File: src/rtl/vm_alu_pkg.sv
package vm_alu_pkg;

    typedef logic [3:0] opc_t;

    localparam opc_t OPC_ADD  = 4'h0;
    localparam opc_t OPC_SUB  = 4'h1;
    localparam opc_t OPC_DIV  = 4'h3;
    localparam opc_t OPC_OR   = 4'h4;
    localparam opc_t OPC_AND  = 4'h5;
    localparam opc_t OPC_LSH  = 4'h6;
    localparam opc_t OPC_RSH  = 4'h7;
    localparam opc_t OPC_MOD  = 4'h9;
    localparam opc_t OPC_XOR  = 4'ha;
    localparam opc_t OPC_MOV  = 4'hb;
    localparam opc_t OPC_ARSH = 4'hc;

    // position of the operand-select bit inside the 8-bit opcode
    localparam int SEL_BIT = 3;

    typedef enum logic {
        ST_IDLE = 1'b0,
        ST_DONE = 1'b1
    } unit_state_e;

endpackage

File: src/rtl/vm_operand_prep.sv
module vm_operand_prep #(
    parameter int DATA_W = 64,
    parameter int IMM_W  = 32
) (
    input  logic              wide,
    input  logic              use_reg,
    input  logic [DATA_W-1:0] src,
    input  logic [IMM_W-1:0]  imm,
    output logic [DATA_W-1:0] opnd_b
);
    localparam int HALF_W = DATA_W / 2;
    localparam int EXT_W  = DATA_W - IMM_W;

    logic [DATA_W-1:0] imm_sx;
    logic [DATA_W-1:0] imm_zx;
    logic [DATA_W-1:0] src_lo;

    assign imm_sx = {{EXT_W{imm[IMM_W-1]}}, imm};
    assign imm_zx = {{EXT_W{1'b0}}, imm};
    assign src_lo = {{HALF_W{1'b0}}, src[HALF_W-1:0]};

    always_comb begin
        unique case ({use_reg, wide})
            2'b11:   opnd_b = src;
            2'b10:   opnd_b = src_lo;
            2'b01:   opnd_b = imm_sx;
            default: opnd_b = imm_zx;
        endcase
    end

endmodule

File: src/rtl/vm_alu_core.sv
module vm_alu_core
    import vm_alu_pkg::*;
#(
    parameter int DATA_W = 64,
    parameter int OFF_W  = 16
) (
    input  logic              wide,
    input  opc_t              opc,
    input  logic [OFF_W-1:0]  off,
    input  logic [DATA_W-1:0] a,
    input  logic [DATA_W-1:0] b,
    output logic [DATA_W-1:0] res,
    output logic              illegal,
    output logic              div_req,
    output logic              div_signed
);
    localparam int HALF_W = DATA_W / 2;
    localparam int SH_W   = $clog2(DATA_W);
    localparam int SX_N   = 3;

    logic [SH_W-1:0]   shamt;
    logic [DATA_W-1:0] sx [SX_N];
    logic [DATA_W-1:0] raw;
    logic              bad;
    logic              dreq;
    logic              dsig;
    logic              off_zero;
    logic signed [DATA_W-1:0] a_s;
    logic signed [HALF_W-1:0] a_lo_s;
    logic signed [HALF_W-1:0] arsh_lo;
    logic signed [DATA_W-1:0] arsh_full;
    logic [HALF_W-1:0]        rsh_lo;

    assign shamt    = wide ? b[SH_W-1:0] : {1'b0, b[SH_W-2:0]};
    assign off_zero = (off == '0);
    assign a_s      = a;
    assign a_lo_s   = a[HALF_W-1:0];
    assign arsh_lo  = a_lo_s >>> shamt;
    assign arsh_full = a_s >>> shamt;
    assign rsh_lo   = a[HALF_W-1:0] >> shamt;

    // sign-extended copies of the 8, 16 and 32 low bits of operand b
    for (genvar g = 0; g < SX_N; g++) begin : g_sx
        localparam int W = 8 << g;
        assign sx[g] = {{(DATA_W-W){b[W-1]}}, b[W-1:0]};
    end

    always_comb begin
        raw  = '0;
        bad  = 1'b0;
        dreq = 1'b0;
        dsig = 1'b0;
        case (opc)
            OPC_ADD:  begin raw = a + b;  bad = !off_zero; end
            OPC_SUB:  begin raw = a - b;  bad = !off_zero; end
            OPC_OR:   begin raw = a | b;  bad = !off_zero; end
            OPC_AND:  begin raw = a & b;  bad = !off_zero; end
            OPC_XOR:  begin raw = a ^ b;  bad = !off_zero; end
            OPC_LSH:  begin raw = a << shamt; bad = !off_zero; end
            OPC_RSH: begin
                raw = wide ? (a >> shamt) : {{HALF_W{1'b0}}, rsh_lo};
                bad = !off_zero;
            end
            OPC_ARSH: begin
                raw = wide ? DATA_W'(arsh_full) : {{HALF_W{1'b0}}, arsh_lo};
                bad = !off_zero;
            end
            OPC_MOV: begin
                if (off_zero)                          raw = b;
                else if (off == OFF_W'(8))             raw = sx[0];
                else if (off == OFF_W'(16))            raw = sx[1];
                else if (off == OFF_W'(32) && wide)    raw = sx[2];
                else                                   bad = 1'b1;
            end
            OPC_DIV, OPC_MOD: begin
                raw = a;
                if (off_zero) begin
                    dreq = 1'b1;
                end else if (off == OFF_W'(1)) begin
                    dreq = 1'b1;
                    dsig = 1'b1;
                end else begin
                    bad = 1'b1;
                end
            end
            default: bad = 1'b1;
        endcase
    end

    always_comb begin
        if (bad)       res = a;
        else if (wide) res = raw;
        else           res = {{HALF_W{1'b0}}, raw[HALF_W-1:0]};
        illegal    = bad;
        div_req    = dreq & !bad;
        div_signed = dsig & !bad;
    end

endmodule

File: src/rtl/vm_alu_unit.sv
module vm_alu_unit
    import vm_alu_pkg::*;
#(
    parameter int DATA_W = 64,
    parameter int IMM_W  = 32,
    parameter int OFF_W  = 16,
    parameter int OPC_W  = 8
) (
    input  logic              clk,
    input  logic              rst_n,
    input  logic              in_valid,
    input  logic              op_wide,
    input  logic [OPC_W-1:0]  opcode,
    input  logic [DATA_W-1:0] dst_val,
    input  logic [DATA_W-1:0] src_val,
    input  logic [IMM_W-1:0]  imm,
    input  logic [OFF_W-1:0]  offset,
    output logic              out_valid,
    output logic [DATA_W-1:0] out_dst,
    output logic              out_illegal,
    output logic              out_div_req,
    output logic              out_div_signed,
    output logic [DATA_W-1:0] out_div_opnd
);
    localparam int HALF_W = DATA_W / 2;

    unit_state_e       state_q, state_d;
    logic [DATA_W-1:0] opnd_b;
    logic [DATA_W-1:0] core_res;
    logic              core_illegal;
    logic              core_div_req;
    logic              core_div_signed;
    opc_t              opc;

    assign opc = opcode[OPC_W-1:OPC_W-4];

    vm_operand_prep #(
        .DATA_W (DATA_W),
        .IMM_W  (IMM_W)
    ) u_prep (
        .wide    (op_wide),
        .use_reg (opcode[SEL_BIT]),
        .src     (src_val),
        .imm     (imm),
        .opnd_b  (opnd_b)
    );

    vm_alu_core #(
        .DATA_W (DATA_W),
        .OFF_W  (OFF_W)
    ) u_core (
        .wide       (op_wide),
        .opc        (opc),
        .off        (offset),
        .a          (dst_val),
        .b          (opnd_b),
        .res        (core_res),
        .illegal    (core_illegal),
        .div_req    (core_div_req),
        .div_signed (core_div_signed)
    );

    // next-state logic
    always_comb begin
        state_d = state_q;
        unique case (state_q)
            ST_IDLE: state_d = in_valid ? ST_DONE : ST_IDLE;
            ST_DONE: state_d = in_valid ? ST_DONE : ST_IDLE;
            default: state_d = ST_IDLE;
        endcase
    end

    // state register
    always_ff @(posedge clk or negedge rst_n) begin
        if (!rst_n) state_q <= ST_IDLE;
        else        state_q <= state_d;
    end

    // result registers, loaded on an accepted request
    always_ff @(posedge clk or negedge rst_n) begin
        if (!rst_n) begin
            out_dst        <= '0;
            out_illegal    <= 1'b0;
            out_div_req    <= 1'b0;
            out_div_signed <= 1'b0;
            out_div_opnd   <= '0;
        end else if (in_valid) begin
            out_dst        <= core_res;
            out_illegal    <= core_illegal;
            out_div_req    <= core_div_req;
            out_div_signed <= core_div_signed;
            out_div_opnd   <= core_div_req ? opnd_b : '0;
        end
    end

    // output decode of the state
    always_comb begin
        unique case (state_q)
            ST_DONE: out_valid = 1'b1;
            default: out_valid = 1'b0;
        endcase
    end


    valid_follow_chk: assert property (@(posedge clk) disable iff (!rst_n)
        in_valid |=> out_valid);


    idle_hold_chk: assert property (@(posedge clk) disable iff (!rst_n)
        !in_valid |=> !out_valid && $stable(out_dst));


    illegal_keep_chk: assert property (@(posedge clk) disable iff (!rst_n)
        in_valid && core_illegal |=> out_illegal && out_dst == $past(dst_val));


    upper_zero_chk: assert property (@(posedge clk) disable iff (!rst_n)
        in_valid && !op_wide && !core_illegal |=> out_dst[DATA_W-1:HALF_W] == '0);


    flag_excl_chk: assert property (@(posedge clk) disable iff (!rst_n)
        out_valid |-> $onehot0({out_illegal, out_div_req}));


    div_opnd_idle_chk: assert property (@(posedge clk) disable iff (!rst_n)
        out_valid && !out_div_req |-> out_div_opnd == '0 && !out_div_signed);

endmodule

File: config.mk
export PLATFORM = sky130hd
export DESIGN_NAME = vm_alu_unit
export DESIGN_NICKNAME = d
export VERILOG_FILES = /design/src/rtl/vm_alu_pkg.sv /design/src/rtl/vm_operand_prep.sv /design/src/rtl/vm_alu_core.sv /design/src/rtl/vm_alu_unit.sv
export SDC_FILE = /design/constraint.sdc
export NUM_CORES = 1
export LEC_CHECK = 0
export BUFFER_PORTS_ARGS = -buffer_cell sky130_fd_sc_hd__buf_4
export CORE_ASPECT_RATIO = 1.1
export CORE_MARGIN = 3
export CORE_UTILIZATION = 49
export DETAILED_ROUTE_END_ITERATION = 16
export PLACE_DENSITY = 0.79
export REMOVE_ABC_BUFFERS = 1
export SLEW_MARGIN = 10
export SYNTH_ARGS = -nofsm -noshare
export SYNTH_HDL_FRONTEND = slang
export SYNTH_SLANG_ARGS = --single-unit
File: constraint.sdc
create_clock -name clk -period 1.1 [get_ports clk]
set_input_delay 0.22 -clock clk [delete_from_list [all_inputs] [get_ports clk]]
set_output_delay 0.22 -clock clk [all_outputs]
set_load 0.01 [all_outputs]
==> impl_metrics.toml, run 1 <==
[run_status]
stop_stage = "global routing (5_1_grt)"
error = "[ERROR GRT-0232] Routing congestion too high. Check the congestion heatmap in the GUI."
status = "aborted with a tool error"

[clock_network]
cts_sinks = 132
cts_buffers = 17
cts-htree-levels = 4
clock-root-buffer = "clkbuf_16"
cts_buffer_depth = 2

[timing]
worstEpCategory = "sequential cell input"
worst_endpoint = "out_dst[61]$_DFFE_PN0P_/D"

[global_routing]
grt_usage_pct = 75.43
globalRoute.totalOverflow = 125
grt_max_degree = 105

[die]
initial_utilization_pct = 50.03
die_width_um = 225.3
fp.dieH_um = 247.2
num_io_pins = 320
rows = 87

[place]
portBuffers = 316
gp_congestion = 1.211
dp_hpwl_um = 130300
placed_area_mm2 = 0.03800

[synth]
ys_types = 94
synth_top_area_cell = "dfrtp_1"
synth_seq_cells = 132
synth_flop_cell = "dfrtp_1"
synth_area_leaders = "dfrtp_1 13%, mux2i_1 9.5%, ha_1 8.9%"
syn_inst = 3545
seq_area_frac_synth_pct = 12.74
syn_area_per_cell_um2 = 7.313
synth_edf_count = 0
synth_top_area_share_pct = 12.74
synthArstFlopShare_pct = 100.0
synth_warnings = 0
synth_area_mm2 = 0.02592
per-stage QoR:
stage                     TNS (ps)  hold WS (ps)  cells  util, %  setup WS (ps)
after CTS                  -218270         119.4   5596    78.30          -3249
after detailed placement   -307240         214.0   5504    73.34          -4468
after global placement     -297240         205.3   5504    73.34          -4330
after floorplan            -919610        -75.59   3241        -         -11300
logic make-up after synthesis:
kind of cell             count (synthesis)  share of synthesized area (%)
AO/OA/AOI/OAI                         1299                          32.31
XOR/XNOR                               118                          3.986
adder cells (fa/ha/maj)                186                          9.006
buffers and inverters                  462                          7.283
flip-flops                             132                          12.74
multiplexers                           340                          17.15
AND/OR/NAND/NOR                       1008                          17.52
synthesized netlist by cell type (36+ instances only):
master     instances
inv_1            144
a22oi_1           49
a31oi_1           43
a221oi_1          41
dfrtp_1          132
mux4_2            74
nand2_1          406
o22ai_1           36
nor3_1            54
a21oi_1          368
xnor2_1           95
o21ai_0          226
ha_1             185
o211ai_1          64
a211oi_1          42
clkbuf_1         207
mux2i_1          245
o2bb2ai_1         73
buf_2             45
nor2_1           268
nand3_1           80
nand4_1           44
o21ai_1           77
layer usage:
| layer | overflow | global-route usage, % |
|---|---|---|
| met3 | 4 | 58.46 |
| met1 | 4 | 76.79 |
| met5 | 0 | 27.87 |
| met4 | 53 | 73.70 |
| met2 | 64 | 92.22 |
timing repair:
| item | in CTS |
|---|---|
| pin swaps | 113 |
| gates resized for setup | 320 |
| cloned | 5 |
| hold buffers | 2 |
| setup buffers | 57 |
| endpoints found under the hold margin | 133 |
| endpoints found under the setup margin | 263 |
==> run 2: changes to the inputs <==
Settings changed: CORE_ASPECT_RATIO 1.1 to unset, CORE_UTILIZATION 49 to 34, PLACE_DENSITY 0.79 to unset, PLACE_DENSITY_LB_ADDON set to 0.15.
==> run 2 against run 1 <==
Effect of this change: the flow now finishes, with violations (setup timing); area after synthesis is the same; synthesized cell count is the same.
==> impl_metrics.toml, run 2 <==
[synth]
synth_top_area_cell = "dfrtp_1"
synth_top_area_share_pct = 12.74
yosys-top-cells-count = "406 x nand2_1, 368 x a21oi_1, 268 x nor2_1"
ys_types = 94
synth_area_mm2 = 0.02592
syn_inst = 3545
synth_warnings = 0
synth_most_common_cell = "nand2_1"
synth_area_leaders = "dfrtp_1 13%, mux2i_1 9.5%, ha_1 8.9%"
seq_area_frac_synth_pct = 12.74
synth_edf_count = 0
synth_flop_cell = "dfrtp_1"
syn_area_per_cell_um2 = 7.313
synthArstFlopShare_pct = 100.0
synth_seq_cells = 132

[die]
dieArea_mm2 = 0.07960
initial_utilization_pct = 34.59
num_io_pins = 320
fp.dieH_um = 282.1
die_width_um = 282.1
rows = 100
core_area_mm2 = 0.07495

[timing]
holdWs_ps = 134.0
hold_viol = 0
tightestPinTransition_ps = 985.8
fin_crit_sh_pct = 407.7
setup-violations-final = 263
relSlewSlack_pct = 34.08
finClkSkew_ps = 0
finalCriticalPeriod_ps = 4485
fin_ws_ps = -3385
max_freq_ghz = 0.2230
rsz0062_at_grt = "yes"
finalMaxSlewViolations = 0

[pwr]
irDropWorstVdd_v = 0.0009304
seq_power_share_pct = 13.4
p_int_mw = 21.84
p_clk_share_pct = 16.9
p_sw_mw = 18.73
p_per_area_mw_per_mm2 = 907.9
leakagePower_nw = 20.85
switching_share_pct = 46.17
p_comb_share_pct = 69.7

[drt]
vias = 38120
wl_per_cell_um = 31.04
drtAntennaViolNets = 0
wl_um = 189100
drt_iter0_drc = 4826
routed_via_density = 6.259
drc_errors = 0
first_pass_iters = 7

[clock_network]
clock-root-buffer = "clkbuf_16"
clkTransAtPathRegs_ps = 80
cts_buffer_depth = 2
cts_buffers = 17
insertion_delay_ps = 500
cts_sinks = 132
cts_tree = "done"
cts-htree-levels = 4

[final_layout]
final_util_pct = 59.62
drive_gt1_share_pct = 46.48
reg_top3 = "out_div_opnd (64), out_dst (64)"
instances_no_fill = 6091
layout_commonest_cell = "buf_4"
nets = 5479
final_cell_mix = "1,645 x buf_4, 389 x nand2_1, 303 x a21oi_1, 248 x nor2_1, 227 x mux2i_1"
area_delta_synth_final_pct = 72.35
final_area_mm2 = 0.04468

[critical_path]
crit_fanout = 7
rr_worst_depth = 2
crit_path_end_kind = "register"
critPathRequiredTime_ps = 1470
cp-start-kind = "input pin"
worstSetupPathType = "in -> reg"
critPathArrivalTime_ps = 4850

[flow_run]
drv_cap = 0

[global_routing]
grt_max_degree = 106
globalRoute.totalOverflow = 0
grt_usage_pct = 45.68
grt_pass1_vias = 36190
antenna_found_initial = 13
grt_pass1_wl_um = 261900

[run_status]
status = "finished with violations"
violations = "setup timing"

[place]
portBuffers = 316
gp_congestion = 1.083
dp.cells = 5921
dp_hpwl_um = 148300
placed_area_mm2 = 0.03932

[hold_path]
holdPathStages = 4
hp-class = "in -> reg"
[run 2: critical path, stage by stage]
cell and delay, ps:
buf_16 150, buf_16 180, buf_16 160, buf_6 110
mux2i_4 220, o21ai_2 110, nor4_4 280, buf_6 170
nand3_4 130, nor3_4 240, nand2_4 150, or3_1 330
or3_4 400, o21ai_2 150, xnor2_1 130, ha_1 260
a21o_1 200, a21o_1 170, or3_4 350, a311o_1 420
a21oi_1 140, nand3b_1 110, a21oi_1 60
[run 2: cell families (layout without fill, tap and decap cells)]
group	count (synthesis)	in the layout	share of synthesized area, %
AOI/OAI and AO/OA	1299	1299	32.31
xor gates and xnor gates	118	118	3.986
adders and majority gates	186	186	9.006
buffers and inverters	462	2035	7.283
DFF	132	132	12.74
muxes	340	340	17.15
other	0	4	0
and+or+nand+nor	1008	1008	17.52
[run 2: worst paths after layout]
| kind | from | to | slack, ps |
|---|---|---|---|
| max reg2reg | out_dst[51] | out_dst[51] | 50 |
| min in group asynchronous | rst_n | out_dst[53] | 140 |
| max | opcode[3] | out_dst[62] | -3380 |
| max in group asynchronous | rst_n | out_div_opnd[3] | 410 |
| min reg2reg | out_div_opnd[3] | out_div_opnd[3] | 490 |
| min | src_val[56] | out_div_opnd[56] | 130 |
[run 2: layer usage]
metal  part of all wire [%]  GRT usage [%]  vias to the layer above  routed length (µm)
li1                       -              -                    16460                   -
met1                     40          61.37                    18670               76170
met2                     42          66.97                     2469               78680
met3                     12          13.55                      513               23360
met4                    5.7          21.54                       10               10790
met5                  0.029              0                        -                  54
[run 2: area by class of cell]
class / count / area [µm²]
Tap cell: 969 / 1212
Sequential cell: 132 / 3308
Clock buffer: 18 / 429.2
Inverter: 158 / 609.3
Timing Repair Buffer: 1845 / 15580
Fill cell: 6996 / 30270
Multi-Input combinational cell: 2951 / 23340
Clock inverter: 14 / 190.2
Antenna cell: 4 / 10.01
[run 2: power groups by stage]
stage	combinational (mW)	sequential, mW	clock (mW)
floorplan	9.69	5.51	0
global placement	23.6	5.52	0
detailed placement	23.6	5.51	0
CTS	26.0	5.42	6.89
global route	29.3	5.45	7.03
finish	28.3	5.44	6.85
[run 2: through the flow]
step                      power [mW]  TNS (ps)  setup slack, ps
after floorplan                15.20   -919610           -11300
after CTS                      38.30   -216520            -3325
final                          40.56   -229360            -3385
after global routing           41.79   -240800            -3570
after detailed placement       29.11   -317740            -4853
after global placement         29.12   -316180            -4821
[run 2: timing repair]
action,4_1_cts,5_1_grt
endpoints found under the setup margin,263,263
gates resized for setup,447,260
endpoints found under the hold margin,132,0
pin swaps,138,120
cloned,12,1
buffers inserted,77,56
hold buffers,1,0
No activity file was read; power rests on OpenSTA's default activity.
